--- config.mk ---
export PLATFORM = sky130hd
export DESIGN_NAME = irqv_ctrl
export DESIGN_NICKNAME = d
export VERILOG_FILES = /design/src/rtl/irqv_pkg.sv /design/src/rtl/irqv_enable.sv /design/src/rtl/irqv_request.sv /design/src/rtl/irqv_halt.sv /design/src/rtl/irqv_ctrl.sv
export SDC_FILE = /design/constraint.sdc
export NUM_CORES = 1
export LEC_CHECK = 0
export BUFFER_PORTS_ARGS = -buffer_cell sky130_fd_sc_hd__buf_4
export CAP_MARGIN = 40
export CORE_ASPECT_RATIO = 1.1
export CORE_MARGIN = 5
export CORE_UTILIZATION = 35
export CTS_BUF_LIST = sky130_fd_sc_hd__clkbuf_16
export CTS_CLUSTER_DIAMETER = 200
export CTS_CLUSTER_SIZE = 14
export DETAILED_ROUTE_END_ITERATION = 16
export PLACE_DENSITY_LB_ADDON = 0.12
export SLEW_MARGIN = 5
export SYNTH_ARGS = -nofsm -noshare
export SYNTH_HDL_FRONTEND = slang
export SYNTH_SLANG_ARGS = --single-unit
--- constraint.sdc ---
create_clock -name clk -period 1.5 [get_ports clk]
set_input_delay 0.45 -clock clk [delete_from_list [all_inputs] [get_ports clk]]
set_output_delay 0.45 -clock clk [all_outputs]
set_load 0.03 [all_outputs]
--- src/rtl/irqv_pkg.sv ---
package irqv_pkg;
    localparam int ADDR_W_DEF   = 16;
    localparam int NUM_LVL      = 3;
    localparam int HW_BASE_DEF  = 'h24;
    localparam int HW_STEP_DEF  = 8;
    localparam int RST_STEP_DEF = 8;
endpackage

--- src/rtl/irqv_enable.sv ---
module irqv_enable (
    input  logic clk,
    input  logic rst_n,
    input  logic en_cmd,
    input  logic dis_cmd,
    input  logic irq_ack,
    output logic ie
);
    typedef struct packed {
        logic ie;
    } en_state_t;

    en_state_t st_d, st_q;

    always_comb begin
        st_d = st_q;
        if (irq_ack || dis_cmd) st_d.ie = 1'b0;
        else if (en_cmd)        st_d.ie = 1'b1;
    end

    always_ff @(posedge clk or negedge rst_n) begin
        if (!rst_n) st_q <= '0;
        else        st_q <= st_d;
    end

    assign ie = st_q.ie;

    AST_ACK_CLEARS_IE: assert property (@(posedge clk) disable iff (!rst_n)
        irq_ack |=> !ie);
    AST_DIS_CLEARS_IE: assert property (@(posedge clk) disable iff (!rst_n)
        dis_cmd |=> !ie);
    AST_EN_SETS_IE: assert property (@(posedge clk) disable iff (!rst_n)
        (en_cmd && !dis_cmd && !irq_ack) |=> ie);
endmodule

--- src/rtl/irqv_request.sv ---
module irqv_request #(
    parameter int ADDR_W  = 16,
    parameter int NLVL    = 3,
    parameter int HW_BASE = 'h24,
    parameter int HW_STEP = 8
) (
    input  logic              clk,
    input  logic              rst_n,
    input  logic              ie,
    input  logic              boundary,
    input  logic              nmi_req,
    input  logic [NLVL-1:0]   lvl_req,
    input  logic              irq_ack,
    output logic              pending,
    output logic [ADDR_W-1:0] vector
);
    localparam int SRC_W = $clog2(NLVL + 1);
    localparam logic [ADDR_W-1:0] BASE_V = ADDR_W'(HW_BASE);
    localparam logic [ADDR_W-1:0] STEP_V = ADDR_W'(HW_STEP);

    typedef struct packed {
        logic            nmi_prev;
        logic            nmi_lat;
        logic [NLVL-1:0] lvl;
    } req_state_t;

    req_state_t       st_d, st_q;
    logic [SRC_W-1:0] src;
    logic             found;

    // Source index: 0 = non-maskable, i+1 = level i; higher index wins.
    always_comb begin
        src   = '0;
        found = 1'b0;
        for (int i = 0; i < NLVL; i++) begin
            if (ie && st_q.lvl[i]) begin
                src   = SRC_W'(i + 1);
                found = 1'b1;
            end
        end
        if (st_q.nmi_lat) begin
            src   = '0;
            found = 1'b1;
        end
    end

    always_comb begin
        st_d          = st_q;
        st_d.nmi_prev = nmi_req;
        if (nmi_req && !st_q.nmi_prev)   st_d.nmi_lat = 1'b1;
        else if (irq_ack && st_q.nmi_lat) st_d.nmi_lat = 1'b0;
        if (boundary) st_d.lvl = lvl_req;
    end

    always_ff @(posedge clk or negedge rst_n) begin
        if (!rst_n) st_q <= '0;
        else        st_q <= st_d;
    end

    assign pending = found;
    assign vector  = found ? BASE_V + ADDR_W'(src) * STEP_V : '0;

    AST_NMI_CAPTURE: assert property (@(posedge clk) disable iff (!rst_n)
        (nmi_req && !st_q.nmi_prev) |=> (pending && vector == BASE_V));
endmodule

--- src/rtl/irqv_halt.sv ---
module irqv_halt (
    input  logic clk,
    input  logic rst_n,
    input  logic halt_cmd,
    input  logic wake,
    output logic halted
);
    typedef struct packed {
        logic halted;
    } halt_state_t;

    halt_state_t st_d, st_q;

    always_comb begin
        st_d = st_q;
        if (wake)          st_d.halted = 1'b0;
        else if (halt_cmd) st_d.halted = 1'b1;
    end

    always_ff @(posedge clk or negedge rst_n) begin
        if (!rst_n) st_q <= '0;
        else        st_q <= st_d;
    end

    assign halted = st_q.halted;

    AST_WAKE_ON_PENDING: assert property (@(posedge clk) disable iff (!rst_n)
        wake |=> !halted);
    AST_HALT_ENTRY: assert property (@(posedge clk) disable iff (!rst_n)
        (halt_cmd && !wake) |=> halted);
endmodule

--- src/rtl/irqv_ctrl.sv ---
module irqv_ctrl
    import irqv_pkg::*;
#(
    parameter int ADDR_W   = ADDR_W_DEF,
    parameter int HW_BASE  = HW_BASE_DEF,
    parameter int HW_STEP  = HW_STEP_DEF,
    parameter int RST_STEP = RST_STEP_DEF
) (
    input  logic              clk,
    input  logic              rst_n,
    input  logic              en_cmd,
    input  logic              dis_cmd,
    input  logic              irq_ack,
    input  logic              boundary,
    input  logic              nmi_req,
    input  logic [2:0]        lvl_req,
    input  logic              halt_cmd,
    input  logic [2:0]        rst_num,
    output logic              int_en,
    output logic              irq_pending,
    output logic [ADDR_W-1:0] irq_vector,
    output logic [ADDR_W-1:0] rst_target,
    output logic              halted
);
    localparam logic [ADDR_W-1:0] NMI_VEC = ADDR_W'(HW_BASE);

    logic ie_w, pend_w;

    irqv_enable u_enable (
        .clk(clk), .rst_n(rst_n), .en_cmd(en_cmd), .dis_cmd(dis_cmd),
        .irq_ack(irq_ack), .ie(ie_w)
    );

    irqv_request #(
        .ADDR_W(ADDR_W), .NLVL(NUM_LVL), .HW_BASE(HW_BASE), .HW_STEP(HW_STEP)
    ) u_request (
        .clk(clk), .rst_n(rst_n), .ie(ie_w), .boundary(boundary),
        .nmi_req(nmi_req), .lvl_req(lvl_req), .irq_ack(irq_ack),
        .pending(pend_w), .vector(irq_vector)
    );

    irqv_halt u_halt (
        .clk(clk), .rst_n(rst_n), .halt_cmd(halt_cmd), .wake(pend_w),
        .halted(halted)
    );

    assign int_en      = ie_w;
    assign irq_pending = pend_w;
    assign rst_target  = ADDR_W'(rst_num) * ADDR_W'(RST_STEP);

    AST_MASKED_ONLY_NMI: assert property (@(posedge clk) disable iff (!rst_n)
        (irq_pending && !int_en) |-> irq_vector == NMI_VEC);
endmodule

==> results of run 1 <==
==> cells in the mapped netlist (all sizes together) <==
cell type,count
conb,1
dfrtp,7
or2b,1
a21oi,1
o31ai,1
o22ai,1
buf,30
o21ai,1
mux2,2
nand2,2
nor2,3
nand2b,1
nor3,1
o211a,1
inv,3
==> path summary, 6_finish.rpt <==
path | start | to | slack, ns | cells after the start
max | u_request.st_q[1] | irq_pending | -0.14 | 3
min | rst_n | u_enable.ie | 0.03 | 1
max reg2reg | u_request.st_q[1] | u_halt.halted | 0.56 | 2
min reg2reg | u_request.st_q[4] | u_request.st_q[3] | 0.43 | 1
max in group asynchronous | rst_n | u_request.st_q[1] | 1.34 | 1
min in group clk | nmi_req | u_request.st_q[4] | 0.34 | 1
==> sequential cells by signal (all words and copies together), names as in the netlist <==
| signal | flops |
|---|---|
| u_enable.ie | 1 |
| u_request.st_q | 5 |
| u_halt.halted | 1 |
==> worst max-delay path, cell delays in order (launching register included) <==
cell	delay [ns]
dfrtp_2	0.43
o31ai_4	0.27
nand2_2	0.09
buf_4	0.18
==> per-stage QoR <==
| stage | utilization (%) | TNS (ns) | power, mW | hold slack [ns] | setup WS [ns] |
|---|---|---|---|---|---|
| 2_1_floorplan | - | 0 | 0.433 | 0.154 | 0.00466 |
| 3_3_place_gp | 38.6 | 0 | 0.416 | 0.268 | 0.101 |
| 3_5_place_dp | 38.6 | 0 | 0.416 | 0.268 | 0.0797 |
| 4_1_cts | 44.6 | -0.566 | 0.868 | 0.0259 | -0.153 |
| 5_1_grt | 45.8 | -0.760 | 0.898 | 0.0298 | -0.174 |
| 6_report | 45.8 | -0.580 | 0.866 | 0.0254 | -0.140 |
==> repair_timing <==
action | in CTS | in global routing
buffers inserted | 0 | 1
resized for setup | 1 | 2
endpoints found under the setup margin | 4 | 5
pin swaps | 1 | 2
==> layer usage <==
metal / vias up / global-route usage (%) / wire length, microns
met5: - / 0 / 0
met4: 0 / 5.69 / 0
met3: 0 / 3.21 / 154
met2: 25 / 10.3 / 450
met1: 141 / 8.37 / 300
li1: 154 / - / -
==> cells by family after synthesis <==
kind of cell           count (synthesis)
AO/OA/AOI/OAI                          5
multiplexers                           2
flip-flops                             7
AND/OR/NAND/NOR                        8
buffers and inverters                 33
other                                  1
==> cell type report <==
cell class	count	area, sq um	area share [%]
clock buffer	3	75.1	11.8
clock inverter	1	3.75	0.592
inverter	3	11.3	1.78
multi-input combinational	40	208	32.7
sequential	7	178	28.0
tap	16	20.0	3.16
timing repair buffer	18	139	21.9
==> report_power, final <==
part / internal, mW / switching (mW) / total [mW]
Sequential: 0.207 / 0.0158 / 0.223
Clock: 0.346 / 0.0969 / 0.443
Combinational: 0.0558 / 0.145 / 0.201
Total: 0.609 / 0.257 / 0.866
==> key figures, run 1 <==
Floorplanning
  – Placement Rows: 14
  – Starting density of the core: 37.2%
  – Die Span X: 46.5 microns
  – Die area: roughly 0.0023 sq mm
  – Die H: between 50 and 60 microns
  – Core footprint: 0.00138 sq mm
  – IO Pins: 49

Worst setup path
  – Worst path arrival time: 1.19 ns
  – Endpoint type of the worst setup path: output port
  – Type of origin of the critical path: register
  – CP Max Fanout: 4
  – WP data required: between 1 and 1.5 ns
  – Critical path class: reg2out

Detailed routing
  – First-pass DRT Iterations: 3
  – DR WL/cell: 10.3 microns
  – Via density: 3.64
  – Final wirelength: just over 900 microns
  – Remaining antenna violation count: 0
  – DRT iter0 DRCs: 1
  – Routed vias: 320
  – Number of remaining DRC errors: 0

Layout
  – Most frequent cells in the layout: conb_1, buf_4, dfrtp_1
  – Non-filler instance count after layout: 88
  – Synthesis-to-layout area growth: 23.4%
  – Fillers: 152
  – Layout Nets: 87
  – Final instance area: 634 sq um
  – Share of layout cells above drive strength 1: 37.5%
  – Commonest non-fill, non-tap cell in the layout: conb_1
  – Diodes inserted: 0

Synth
  – Compound-Gate Fraction of Synth Area: 7.54%
  – Yosys reg bits: 7
  – Yosys cell types: 16
  – Synth Area in XOR/XNOR: 0%
  – Synth Area in Adders: 0%
  – Simple-Gate Fraction of Synth Area: ~7.3%
  – Post-synth top area share: 43.8%
  – Yosys top cell by area: buf_4
  – YS warnings: 0
  – Mux contribution to synthesized area: under 10%
  – Largest cells by area after synthesis: buf_4, dfrtp_1, o31ai_2
  – Avg Inst Size Synth: 9.18 sq um
  – Cells after synthesis: 56
  – Main combinational cell family by area after synthesis: buffers and inverters
  – Syn Std Cell Area: between 500 and 600 sq um
  – Register area share after synthesis: 34.1%

Place
  – Final RePlAce weighted congestion: 0.669
  – Post-DP Area: 534 sq um
  – Inst Count DP: 83
  – HPWL after DPL: 772 microns
  – PortBufs: 17

CTS
  – Clk sink count: 7
  – CTS buffer count: 3
  – Clk_lat worst skew: 0.23 ns
  – CTS Buffer Depth: 2
  – CTS tree: built
  – Hold_buf cts: 0
  – H-tree levels: 1
  – Clock slew at the register clock pins of the worst setup and hold paths: 0.04 ns
  – Clock Tree Root: clkbuf_16

Job
  – Number of max-cap violations: 0

Global routing
  – Gr ovfl total: 0
  – Antenna violations before repair: 0
  – GRT Util Overall: 7.32%
  – Largest net degree at the start of global routing: 8
  – Number of global-route vias before repair: 296
  – First-pass GRT wire length: 1240 microns

STA
  – Fin. max-slew vios: 0
  – Skew final: between 0.00015 and 0.0002 ns
  – RSZ-0062 raised after global routing: true
  – Tcrit/Tclk final: 109%
  – Hold Violations, Final: 0
  – Final Critical Period: roughly 1.6 ns
  – Fmax: slightly above 600 MHz
  – # setup viols final: 5
  – Final setup margin: -0.140 ns

Pwr
  – Peak VDD IR: 0.772 mV
  – P_leak: roughly 0.35 nW
  – PwrDens: 1370 mW/mm^2

Worst hold path
  – HP Class: in2async

Run status
  – Status: finished, violations left
  – Failing checks: negative setup slack
Note: power is estimated with default switching activity, not from simulation.
==> inputs of run 2 (changes only) <==
clock period = 1.56 ns   (was 1.5 ns; I/O delays follow)
==> run 2 against run 1 <==
Against the previous run: the flow still finishes with violations (negative setup slack); clock-buffer cell count unchanged; global-route usage decreased by 0.36 points; clock power fell by 4%; critical path type unchanged; sequential share of layout area decreased by 1.1 points; non-clock buffer count stayed put; critical path depth unchanged.
==> key figures, run 2 (synthesized netlist as in run 1, its figures left out) <==
Run status
  – Status: finished, violations left
  – Failing checks: negative setup slack

Layout
  – Largest register FFs: 5 (unchanged)
  – Diodes inserted: 0 (unchanged)
  – Layout Nets: 87 (unchanged)
  – Most frequent cells in the layout: conb_1, buf_4, dfrtp_1
  – Commonest non-fill, non-tap cell in the layout: conb_1
  – Most flops, register: u_request.st_q
  – Synthesis-to-layout area growth: 27.5%
  – Share of layout cells above drive strength 1: 37.5% (unchanged)

Global routing
  – Number of global-route vias before repair: 272 (-8.1%)
  – Largest net degree at the start of global routing: 8 (unchanged)
  – Antenna violations before repair: 0 (unchanged)
  – Gr ovfl total: 0 (unchanged)
  – First-pass GRT wire length: 1120 microns (-9.5%)
  – GRT Util Overall: 6.96% (-0.36 points)

STA
  – Fin. max-slew vios: 0 (unchanged)
  – Final Critical Period: 1.67 ns
  – # setup viols final: 4 (-1)
  – Fmax: 601 MHz
  – Hold Slack: 0.0428 ns (+0.0175 ns)
  – Tcrit/Tclk final: 107%
  – RSZ-0062 raised after global routing: true
  – Skew final: 0.00107 ns (+0.000896 ns)
  – Final setup margin: -0.105 ns (+0.0348 ns)
  – Hold Violations, Final: 0 (unchanged)

Floorplanning
  – Die Span X: 46.5 microns (unchanged)
  – Core footprint: 0.00138 sq mm (unchanged)
  – IO Pins: 49 (unchanged)
  – Starting density of the core: 37.2% (unchanged)
  – Die area: 0.00234 sq mm (unchanged)
  – Die H: 50.2 microns (unchanged)
  – Placement Rows: 14 (unchanged)

Worst setup path
  – CP Max Fanout: 3 (-1)
  – Worst reg2reg setup slack: 0.62 ns (+0.06 ns)
  – Crit-path slowest cell: dfrtp_1
  – Type of origin of the critical path: register
  – Endpoint type of the worst setup path: output port
  – Cells along the critical path: o31ai_4 -> nand2_2 -> buf_6
  – CP startpoint: u_request.st_q[0]
  – Crit path largest cell delay: 0.41 ns (-0.02 ns)
  – WP data required: 1.09 ns (+0.04 ns)
  – RR Startpoint: u_request.st_q[0]
  – Critical path class: reg2out
  – Worst path arrival time: 1.20 ns (about the same)

CTS
  – H-tree levels: 1 (unchanged)
  – Clock Tree Root: clkbuf_16
  – Clk_lat worst skew: 0.23 ns (about the same)
  – Clock slew at the register clock pins of the worst setup and hold paths: 0.04 ns (about the same)
  – Clk sink count: 7 (unchanged)
  – CTS Buffer Depth: 2 (unchanged)
  – CTS tree: built
  – Hold_buf cts: 0 (unchanged)
  – CTS buffer count: 3 (unchanged)

Detailed routing
  – DRT iter0 DRCs: 1 (unchanged)
  – Via density: 3.59 (-1.2%)
  – DR WL/cell: 9.65 microns (-6.3%)
  – Routed vias: 316 (-1.3%)
  – Final wirelength: 849 microns (-6.3%)
  – First-pass DRT Iterations: 2 (-1)
  – Number of remaining DRC errors: 0 (unchanged)
  – Remaining antenna violation count: 0 (unchanged)

Pwr
  – Peak VDD IR: 0.720 mV (-6.8%)
  – P_leak: 0.362 nW (+2.8%)
  – PwrDens: 1280 mW/mm^2 (-6.0%)
  – Tot Pwr: 842 uW (-2.8%)

Worst hold path
  – HP Class: in2async

Place
  – PortBufs: 17 (unchanged)
  – Final RePlAce weighted congestion: 0.623 (-6.9%)
  – HPWL after DPL: 719 microns (-6.8%)

Job
  – Number of max-cap violations: 0 (unchanged)
## run 2: critical path, delay by kind of cell, from the launching register on
| kind | cells | cell delay, ns |
|---|---|---|
| AOI/OAI and AO/OA | 1 | 0.29 |
| and+or+nand+nor | 1 | 0.12 |
| buffers and inverters | 1 | 0.15 |
| DFF | 1 | 0.41 |
## run 2: what timing repair did
item,CTS,global route
buffers inserted,1,0
gates resized for setup,3,5
pin swaps,3,3
endpoints found under the setup margin,4,5
## run 2: worst paths after layout
| kind | end | cells past startpoint |
|---|---|---|
| setup / recovery | irq_pending | 3 |
| hold / removal | u_enable.ie | 1 |
| setup reg to reg | u_halt.halted | 2 |
| hold reg to reg | u_request.st_q[3] | 1 |
| max in group asynchronous | u_enable.ie | 1 |
| min in group clk | u_request.st_q[4] | 1 |
## run 2: per-layer routing
metal	wire length, microns	global-route usage (%)
met1	295	7.91
met2	420	8.94
met3	129	2.86
met4	4	7.58
met5	0	0
## run 2: power by group
group | switching (mW) | internal [mW] | total [mW]
registers | 0.0158 | 0.198 | 0.214
clock network | 0.0919 | 0.333 | 0.425
logic | 0.141 | 0.0622 | 0.203
## run 2: final cells by class
cell class | count | area (sq um)
Clock inverter | 1 | 3.75
Inverter | 3 | 11.3
Timing Repair Buffer | 18 | 154
Fill cell | 134 | 728
Tap cell | 16 | 20.0
Multi-Input combinational cell | 40 | 215
Sequential cell | 7 | 176
Clock buffer | 3 | 75.1
## run 2: stage by stage
step	TNS, ns	instances	setup WS, ns	util (%)	instance area, sq um
after floorplan	0	80	0.00650	-	611
after global placement	0	83	0.0926	38.5	533
after detailed placement	0	83	0.0994	38.5	533
after CTS	-0.401	88	-0.111	45.8	633
after global routing	-0.616	88	-0.168	47.4	656
final	-0.374	88	-0.105	47.4	656
